==> config.mk <==
export PLATFORM = sky130hd
export DESIGN_NAME = fir2_symm_ffa
export DESIGN_NICKNAME = d
export VERILOG_FILES = /design/src/rtl/fir2_pkg.sv /design/src/rtl/fir2_pre.sv /design/src/rtl/fir2_subfilt.sv /design/src/rtl/fir2_symm_ffa.sv
export SDC_FILE = /design/constraint.sdc
export NUM_CORES = 1
export LEC_CHECK = 0
export ABC_AREA = 1
export BUFFER_PORTS_ARGS = -buffer_cell sky130_fd_sc_hd__clkbuf_2
export CELL_PAD_IN_SITES_DETAIL_PLACEMENT = 1
export CELL_PAD_IN_SITES_GLOBAL_PLACEMENT = 2
export CORE_MARGIN = 4
export CORE_UTILIZATION = 35
export DETAILED_ROUTE_END_ITERATION = 6
export PLACE_DENSITY_LB_ADDON = 0.1
export REMOVE_ABC_BUFFERS = 1
export SYNTH_ARGS = -nofsm -noshare
export SYNTH_HDL_FRONTEND = slang
export SYNTH_SLANG_ARGS = --single-unit
==> constraint.sdc <==
create_clock -name clk -period 9.8 [get_ports clk]
set_input_delay 1.96 -clock clk [delete_from_list [all_inputs] [get_ports clk]]
set_output_delay 1.96 -clock clk [all_outputs]
set_load 0.05 [all_outputs]
==> src/rtl/fir2_pkg.sv <==
package fir2_pkg;

  typedef enum logic [1:0] {
    SUB_DIRECT = 2'd0,
    SUB_SYM    = 2'd1,
    SUB_ANTI   = 2'd2
  } fold_e;

  // internal word: product of (DW+2)-bit folded sample and (CW+1)-bit
  // combined coefficient, summed over up to N/2 terms, plus headroom
  function automatic int acc_width(input int dw, input int cw, input int n);
    return dw + cw + 4 + $clog2(n);
  endfunction

endpackage

==> src/rtl/fir2_pre.sv <==
module fir2_pre #(
  parameter int DW = 16
) (
  input  logic signed [DW-1:0] x_even,
  input  logic signed [DW-1:0] x_odd,
  output logic signed [DW:0]   x_sum,
  output logic signed [DW:0]   x_dif
);
  logic signed [DW:0] ext_e, ext_o;

  assign ext_e = {x_even[DW-1], x_even};
  assign ext_o = {x_odd[DW-1], x_odd};
  assign x_sum = ext_e + ext_o;
  assign x_dif = ext_e - ext_o;
endmodule

==> src/rtl/fir2_subfilt.sv <==
module fir2_subfilt
  import fir2_pkg::*;
#(
  parameter int              SW   = 17,
  parameter int              CW   = 17,
  parameter int              M    = 4,
  parameter int              AW   = 40,
  parameter fold_e           MODE = SUB_DIRECT,
  parameter logic [M*CW-1:0] COEF = '0
) (
  input  logic                 clk,
  input  logic                 rst_n,
  input  logic                 en,
  input  logic signed [SW-1:0] s_in,
  output logic signed [AW-1:0] y_out
);
  localparam int NPAIR   = M / 2;
  localparam bit HAS_MID = (M % 2) == 1;
  localparam int NPROD   = (MODE == SUB_DIRECT) ? M
                         : NPAIR + ((HAS_MID && MODE == SUB_SYM) ? 1 : 0);

  logic signed [SW-1:0] hist [M-1];
  logic signed [SW-1:0] tap  [M];
  logic signed [AW-1:0] prod [NPROD];

  assign tap[0] = s_in;
  for (genvar k = 1; k < M; k++) begin : g_tap
    assign tap[k] = hist[k-1];
  end

  always_ff @(posedge clk or negedge rst_n) begin
    if (!rst_n) begin
      for (int k = 0; k < M-1; k++) hist[k] <= '0;
    end else if (en) begin
      hist[0] <= s_in;
      for (int k = 1; k < M-1; k++) hist[k] <= hist[k-1];
    end
  end

  if (MODE == SUB_DIRECT) begin : g_direct
    for (genvar k = 0; k < M; k++) begin : g_mul
      localparam logic signed [CW-1:0] CK = COEF[k*CW +: CW];
      assign prod[k] = AW'(tap[k]) * AW'(CK);
    end
  end else begin : g_fold
    for (genvar p = 0; p < NPAIR; p++) begin : g_pair
      localparam logic signed [CW-1:0] CK = COEF[p*CW +: CW];
      logic signed [AW-1:0] pre;
      if (MODE == SUB_SYM) begin : g_add
        assign pre = AW'(tap[p]) + AW'(tap[M-1-p]);
      end else begin : g_sub
        assign pre = AW'(tap[p]) - AW'(tap[M-1-p]);
      end
      assign prod[p] = pre * AW'(CK);
    end
    if (HAS_MID && MODE == SUB_SYM) begin : g_mid
      localparam logic signed [CW-1:0] CM = COEF[NPAIR*CW +: CW];
      assign prod[NPAIR] = AW'(tap[NPAIR]) * AW'(CM);
    end
  end

  always_comb begin
    y_out = '0;
    for (int k = 0; k < NPROD; k++) y_out = y_out + prod[k];
  end

  // history only moves on an accepted transfer
  p_hist_hold_r6: assert property (@(posedge clk) disable iff (!rst_n)
    !en |=> $stable(hist[0]));
endmodule

==> src/rtl/fir2_symm_ffa.sv <==
module fir2_symm_ffa
  import fir2_pkg::*;
#(
  parameter int                  DW     = 16,
  parameter int                  CW     = 16,
  parameter int                  NTAPS  = 8,
  parameter logic [NTAPS*CW-1:0] COEFS  = {16'sd3, 16'hFFFB, 16'sd12, 16'sd40,
                                           16'sd40, 16'sd12, 16'hFFFB, 16'sd3},
  parameter int                  OW     = DW + CW + $clog2(NTAPS)
) (
  input  logic                 clk,
  input  logic                 rst_n,
  input  logic                 in_valid,
  output logic                 in_ready,
  input  logic signed [DW-1:0] in_x0,
  input  logic signed [DW-1:0] in_x1,
  output logic                 out_valid,
  input  logic                 out_ready,
  output logic signed [OW-1:0] out_y0,
  output logic signed [OW-1:0] out_y1
);
  localparam int MH  = NTAPS / 2;
  localparam int SCW = CW + 1;
  localparam int AW  = acc_width(DW, CW, NTAPS);

  if ((NTAPS % 2) != 0 || NTAPS < 4) begin : g_bad_len
    $error("tap count must be even and at least 4");
  end
  for (genvar i = 0; i < NTAPS/2; i++) begin : g_symchk
    if (COEFS[i*CW +: CW] != COEFS[(NTAPS-1-i)*CW +: CW]) begin : g_bad
      $error("coefficient set is not mirror-symmetric");
    end
  end

  // kind 0: even+odd, 1: even-odd, 2: odd only
  function automatic logic [MH*SCW-1:0] build_sub(input int kind);
    logic [MH*SCW-1:0] r;
    logic signed [SCW-1:0] e, o;
    r = '0;
    for (int k = 0; k < MH; k++) begin
      e = {COEFS[(2*k+1)*CW-1], COEFS[(2*k)*CW +: CW]};
      o = {COEFS[(2*k+2)*CW-1], COEFS[(2*k+1)*CW +: CW]};
      if (kind == 0)      r[k*SCW +: SCW] = e + o;
      else if (kind == 1) r[k*SCW +: SCW] = e - o;
      else                r[k*SCW +: SCW] = o;
    end
    return r;
  endfunction

  localparam logic [MH*SCW-1:0] C_SUM = build_sub(0);
  localparam logic [MH*SCW-1:0] C_DIF = build_sub(1);
  localparam logic [MH*SCW-1:0] C_ODD = build_sub(2);

  logic                 accept;
  logic signed [DW:0]   x_sum, x_dif;
  logic signed [AW-1:0] y_sum, y_dif, y_odd, odd_dly;
  logic signed [AW-1:0] both_add, both_sub, y0_nx, y1_nx;

  assign in_ready = !out_valid || out_ready;
  assign accept   = in_valid && in_ready;

  fir2_pre #(.DW(DW)) u_pre (
    .x_even (in_x0),
    .x_odd  (in_x1),
    .x_sum  (x_sum),
    .x_dif  (x_dif)
  );

  fir2_subfilt #(.SW(DW+1), .CW(SCW), .M(MH), .AW(AW), .MODE(SUB_SYM),
                 .COEF(C_SUM)) u_sub_sum (
    .clk(clk), .rst_n(rst_n), .en(accept), .s_in(x_sum), .y_out(y_sum));

  fir2_subfilt #(.SW(DW+1), .CW(SCW), .M(MH), .AW(AW), .MODE(SUB_ANTI),
                 .COEF(C_DIF)) u_sub_dif (
    .clk(clk), .rst_n(rst_n), .en(accept), .s_in(x_dif), .y_out(y_dif));

  fir2_subfilt #(.SW(DW), .CW(SCW), .M(MH), .AW(AW), .MODE(SUB_DIRECT),
                 .COEF(C_ODD)) u_sub_odd (
    .clk(clk), .rst_n(rst_n), .en(accept), .s_in(in_x1), .y_out(y_odd));

  assign both_add = y_sum + y_dif;
  assign both_sub = y_sum - y_dif;
  assign y0_nx    = (both_add >>> 1) - y_odd + odd_dly;
  assign y1_nx    = both_sub >>> 1;

  always_ff @(posedge clk or negedge rst_n) begin
    if (!rst_n) begin
      odd_dly   <= '0;
      out_valid <= 1'b0;
      out_y0    <= '0;
      out_y1    <= '0;
    end else if (accept) begin
      odd_dly   <= y_odd;
      out_valid <= 1'b1;
      out_y0    <= y0_nx[OW-1:0];
      out_y1    <= y1_nx[OW-1:0];
    end else if (out_ready) begin
      out_valid <= 1'b0;
    end
  end

  p_lat_r4: assert property (@(posedge clk) disable iff (!rst_n)
    accept |=> out_valid);
  p_drop_r4: assert property (@(posedge clk) disable iff (!rst_n)
    out_valid && out_ready && !accept |=> !out_valid);
  p_hold_r5: assert property (@(posedge clk) disable iff (!rst_n)
    out_valid && !out_ready |=> out_valid && $stable(out_y0) && $stable(out_y1));
  p_exact_r7: assert property (@(posedge clk) disable iff (!rst_n)
    accept |-> (both_add[0] == 1'b0) && (both_sub[0] == 1'b0));
  p_fit_r7: assert property (@(posedge clk) disable iff (!rst_n)
    accept |-> (y0_nx[AW-1:OW-1] == {(AW-OW+1){y0_nx[OW-1]}}) &&
               (y1_nx[AW-1:OW-1] == {(AW-OW+1){y1_nx[OW-1]}}));
endmodule

* Word-level counts from Yosys, hierarchy flattened
Cells that the tools add are included.
** Word-level totals
- Register bits after elaboration :: 256
- Latch bits :: 0
- Bits in writable memories :: 0
- Memory bits (read-only) :: 0
- Input bits :: 36
- Output and inout port bits :: 72
- Memories :: 0
** Cells by class
- Add/sub/neg operators :: 16
- $mul :: 6
- Divide/modulo/power cells :: 0
- $lt $le $gt $ge :: 0
- Eq/ne operators :: 0
- Shifts and indexed selects :: 0
- Multiplexer cells :: 2
- Bitwise logic cells :: 0
- Reductions and logical operators :: 4
** Operators by type and width (count)
- adder 36 bit :: 2
- multiplier 16 x 4 -> 20 bit, second input constant :: 2
- multiplier 16 x 3 -> 19 bit, second input constant :: 2
- adder 17 x 17 -> 18 bit :: 2
- adder 21 x 36 -> 36 bit :: 1
- subtractor 17 x 17 -> 18 bit :: 2
- subtractor 36 bit :: 1
- adder 35 x 19 -> 35 bit :: 1
- adder 35 x 21 -> 35 bit :: 1
- adder 35 bit :: 1
- negator 18 -> 35 bit :: 1
- subtractor 35 bit :: 1
- adder 20 x 23 -> 24 bit :: 1
- multiplier 18 x 5 -> 23 bit, second input constant :: 1
- multiplier 18 x 4 -> 22 bit, second input constant :: 1
- adder 16 x 16 -> 17 bit :: 1
- subtractor 16 x 16 -> 17 bit :: 1
- two-way mux 1 bit :: 2
- nonzero test 2 bit :: 1
- logical AND 1 bit :: 1
- zero test 1 bit :: 1
- logical OR 1 bit :: 1

* Longest topological paths before layout
- Word-level depth :: 7
- Gate-level depth with buffers :: 63

* Modules after synthesis
Synthesis repeated with hierarchy kept, for this count alone.
** Unflattened totals
- Cell total of the unflattened synthesis :: 5538
- Area total of the unflattened synthesis :: 37534.7 um^2
** By module, submodules not included
- fir2_symm_ffa :: instances 1, cells each 1821, area each 11950.2 um^2, sequential area each 2652.5 um^2
- fir2_subfilt (u_sub_odd) :: instances 1, cells each 1350, area each 9420.3 um^2, sequential area each 1201.2 um^2
- fir2_subfilt (u_sub_sum) :: instances 1, cells each 1002, area each 7521.0 um^2, sequential area each 1276.2 um^2
- fir2_subfilt (u_sub_dif) :: instances 1, cells each 957, area each 6582.6 um^2, sequential area each 1276.2 um^2
- fir2_pre :: instances 1, cells each 408, area each 2060.7 um^2, sequential area each 0.0 um^2

* Worst setup path after synthesis
OpenSTA, ideal clock, no wires.
- Path type :: input to register
- Start :: input port in_x1[2]
- End :: register out_y0[33]
- Arrival :: 10.108 ns
- Data required time :: 9.717 ns
- Setup slack :: -0.390 ns
- Cell stages on the path :: 52
- Cells stage by stage :: inv_1 ha_1 buf_2 inv_1 a21oi_1 nand2_1 nand2_1 nand2_1 a21oi_1 o21ai_0 a21oi_1 o21bai_1 a21oi_1 o21bai_1 a21o_1 a21oi_1 xor2_1 ha_1 [16 not listed] o21ai_0 a21oi_1 o21ai_1 a21oi_1 o21a_1 o31ai_1 xor2_1 fa_1 ha_1 nand2_1 nor4_1 nand3_1 nand2_1 nand3_1 nand2_1 a31oi_1 xor2_1 o21ai_0
** Between the ends
- Longest elaborated chain between the ends :: 7
** Ends and longest elaborated chain
- start: declaration :: RTL line fir2_symm_ffa.sv:16 : input logic signed [DW-1:0] in_x1,
- branches (longest 5 deep; another with adder 35 x 21 -> 35 bit)
- subtractor 35 bit (*) :: RTL line fir2_symm_ffa.sv:83 : assign y0_nx = (both_add >>> 1) - y_odd + odd_dly;
- adder 35 bit (*) :: RTL line fir2_symm_ffa.sv:83
- end signal: assignment :: RTL line fir2_symm_ffa.sv:95 : out_y0 <= y0_nx[OW-1:0];
- end: declaration :: RTL line fir2_symm_ffa.sv:19 : output logic signed [OW-1:0] out_y0,
Mark *: on every way between the ends.
A chain may end at the register's enable or synchronous reset.

* Worst setup path after layout
- Start :: input port in_x0[0]
- End :: register out_y0[34]
** Between the ends
- Longest elaborated chain between the ends :: 7
** Ends and longest elaborated chain
- start: declaration :: RTL line fir2_symm_ffa.sv:15 : input logic signed [DW-1:0] in_x0,
- adder 16 x 16 -> 17 bit :: RTL line fir2_pre.sv:13 : assign x_sum = ext_e + ext_o;
- adder 17 x 17 -> 18 bit :: RTL line fir2_subfilt.sv:50 : assign pre = AW'(tap[p]) + AW'(tap[M-1-p]);
- negator 18 -> 35 bit (not written as such) :: RTL line fir2_subfilt.sv:54 : assign prod[p] = pre * AW'(CK);
- adder 36 bit :: RTL line fir2_subfilt.sv:64 : for (int k = 0; k < NPROD; k++) y_out = y_out + prod[k];
- adder 36 bit (*) :: RTL line fir2_symm_ffa.sv:81 : assign both_add = y_sum + y_dif;
- subtractor 35 bit (*) :: RTL line fir2_symm_ffa.sv:83
- adder 35 bit (*) :: RTL line fir2_symm_ffa.sv:83
Every way passes the cells marked *; elsewhere a longest branch is shown, timed or not.

==> impl_metrics.env <==
export IMPL_status="finished, violations left"
export IMPL_violations="setup timing"
export IMPL_setup_tns_final_ns=-0.289
export IMPL_max_stage_delay_ns=0.56
export IMPL_end_kind="flop"
export IMPL_synth_top_area_share_pct=21.4
export IMPL_dp_hpwl_um=91100
export IMPL_grt_pass1_wl_um=177000
export IMPL_avgSynthCellArea_um2=7.70
export IMPL_max_slew_margin_pct=25.8
export IMPL_drive_gt1_share_pct=32.6
export IMPL_required_ns=10.26
export IMPL_layout_min_cycle_time_ns=9.93
export IMPL_routedWlPerCell_um=17.8
export IMPL_core_um2=88800
export IMPL_synth_common_cells="inv_1, nand2_1, ha_1"
export IMPL_grt_setup_unrepaired="yes"
export IMPL_globalRouteOverflowTotal=0
export IMPL_io_pins=108
export IMPL_setup_violations=5
export IMPL_reg2regPathDepth=61
export IMPL_viasPerCell=4.81
export IMPL_pre_cts_ws_ns=-1.63
export IMPL_clock_sinks=253
export IMPL_path_common_cell="nand2_1"
export IMPL_area_growth_syn_to_layout_pct=43.0
export IMPL_clk_pin_slew_ns=0.05
export IMPL_max_freq_mhz=101
export IMPL_finish_net_count=5844
export IMPL_synth_most_common_cell="inv_1"
export IMPL_drt_iter0_markers=1054
export IMPL_wl_um=113000
export IMPL_io_buffers=107
export IMPL_drcViolationCount=0
export IMPL_cp_arrival_ns=10.39
export IMPL_synth_edf_count=0
export IMPL_tritoncts_num_buffers=37
export IMPL_first_pass_iters=5
export IMPL_crit_fanout=4
export IMPL_fin_skew_ns=0.0204
export IMPL_first_global_vias=32400
export IMPL_max_clock_path_buffers=3
export IMPL_finalHoldViolCount=0
export IMPL_start_util_pct=35.5
export IMPL_netlist_area_um2=31500
export IMPL_place_congestion=0.873
export IMPL_period_share_pct=101
export IMPL_yosys_most_used_dff="dfrtp_1"
export IMPL_die_h_um=308
export IMPL_root_buffer="clkbuf_16"
export IMPL_fin_ws_ns=-0.128
export IMPL_final_util_pct=50.7
export IMPL_vias=30400
export IMPL_grt_max_degree=206
export IMPL_clkLatencyLatePin_ns=0.58
export IMPL_hold_class="flop to flop"
export IMPL_yosysTopAreaCell="ha_1"
export IMPL_grt_usage_pct=23.4
export IMPL_final_max_slew_violation_count=0
export IMPL_ys_types=59
export IMPL_async_flop_share_pct=100
export IMPL_cts_tree="yes"
export IMPL_synth_area_top_cells="ha_1, dfrtp_1, inv_1"
export IMPL_postSynthCellCount=4089
export IMPL_die_area_um2=94800
export IMPL_worstMarginPinSlew_ns=1.11
export IMPL_criticalPathCategory="primary input to flop"
export IMPL_seq_area_frac_synth_pct=20.1
export IMPL_std_cell_rows=109
export IMPL_cp_slowest_cell="fa_1"
export IMPL_antenna_left=0
export IMPL_worstSetupStartpointType="primary input"
export IMPL_die_w_um=308
export IMPL_whs_path_depth=2
export IMPL_yosysWarningCount=0
export IMPL_ys_ff_latch=253
export IMPL_ctsHtreeMaxLevel=2
export IMPL_max_cap_violations=0
export IMPL_antenna_found_initial=1
-- per-stage QoR --
step / std cells / area [um2] / hold slack (ns)
after global placement: 6188 / 40000 / 0.464
after detailed placement: 6188 / 40000 / 0.471
after floorplan: 4001 / 31100 / 0.453
after CTS: 6296 / 43100 / 0.485
final: 6329 / 45000 / 0.481
after global routing: 6326 / 45000 / 0.501
-- metal layers --
metal / GRT usage (%) / up-vias / routed length, um
li1: - / 15300 / -
met1: 31.5 / 14700 / 52800
met2: 41.4 / 293 / 55000
met3: 2.09 / 104 / 2530
met4: 4.16 / 0 / 2170
met5: 0 / - / 0
-- sequential cells by signal, summed over array words and instances, names as in the netlist --
signal          flops
out_y1             35
out_y0             35
u_sub_dif.hist     48
odd_dly            35
u_sub_odd.hist     48
u_sub_sum.hist     51
out_valid           1
-- critical path, delay by kind of cell --
kind	cells	cell delay [ns]
AO/OA/AOI/OAI	15	1.92
XOR/XNOR	3	0.55
adder cells (fa/ha/maj)	8	2.36
AND/OR/NAND/NOR	24	2.47
buffers and inverters	10	1.10
-- area by class of cell --
class                   instances  area, um2
fillers                     10700      43800
multi-input cells            2987      25000
repair buffers               1093       8040
flip-flops and latches        253       6330
inverters                     761       2880
well taps                    1165       1460
clock buffers                  51       1070
clock inverters                16        231
diodes                          3       7.51
-- layout by cell type (no fill, tap or decap), types with 7 or more instances in the layout --
cell,netlist,routed
a21boi_2,4,13
a21o_1,22,22
a21oi_1,365,265
a21oi_2,5,86
a21oi_4,0,19
a31oi_1,42,33
buf_4,3,971
buf_6,1,15
clkbuf_16,0,38
clkbuf_2,1,103
clkbuf_8,0,7
clkinv_2,0,9
dfrtp_1,253,253
fa_1,137,131
ha_1,538,459
ha_4,0,73
inv_1,755,728
inv_2,4,27
nand2_1,720,668
nand2_2,13,51
nand2_4,6,20
nand3_1,97,85
nand3_2,8,18
nand4_1,19,19
nor2_1,149,126
nor2_2,5,22
nor2_4,1,7
nor3_1,39,31
o211ai_1,12,12
o21a_1,8,7
o21ai_0,293,234
o21ai_1,23,40
o21ai_2,9,41
o21ai_4,0,10
o21bai_1,54,42
o21bai_2,2,11
xnor2_1,66,58
xor2_1,257,218
xor2_2,0,31
xor2_4,0,8
-- final timing paths --
kind,start,slack [ns],to
worst max-delay path,in_x0[0],-0.13,out_y0[34]
worst min-delay path,out_y0[26],0.48,out_y0[26]
worst max register to register,u_sub_sum.hist[17],0.02,out_y0[34]
worst min register to register,out_y0[26],0.48,out_y0[26]
max in group asynchronous,rst_n,7.00,u_sub_odd.hist[37]
min in group asynchronous,rst_n,1.32,out_valid
-- logic make-up (layout without fill, tap and decap cells) --
| group | after synthesis | in the layout | synth area share, % |
|---|---|---|---|
| other | 0 | 3 | 0 |
| AO/OA/AOI/OAI | 905 | 905 | 16.3 |
| flip-flops | 253 | 253 | 20.1 |
| adder cells (fa/ha/maj) | 675 | 675 | 30.1 |
| XOR/XNOR | 323 | 323 | 8.99 |
| AND/OR/NAND/NOR | 1084 | 1084 | 14.4 |
| buffers and inverters | 849 | 1921 | 10.2 |
-- repair_timing --
action,in CTS,in global routing
resized for setup,299,338
hold buffers,0,0
setup buffers,42,34
pin swaps,169,220
endpoints found under the setup margin,17,22
Power is left out: the tool's default activity adds up to more than one toggle a clock period on the data nets, which glitch-free logic cannot reach.
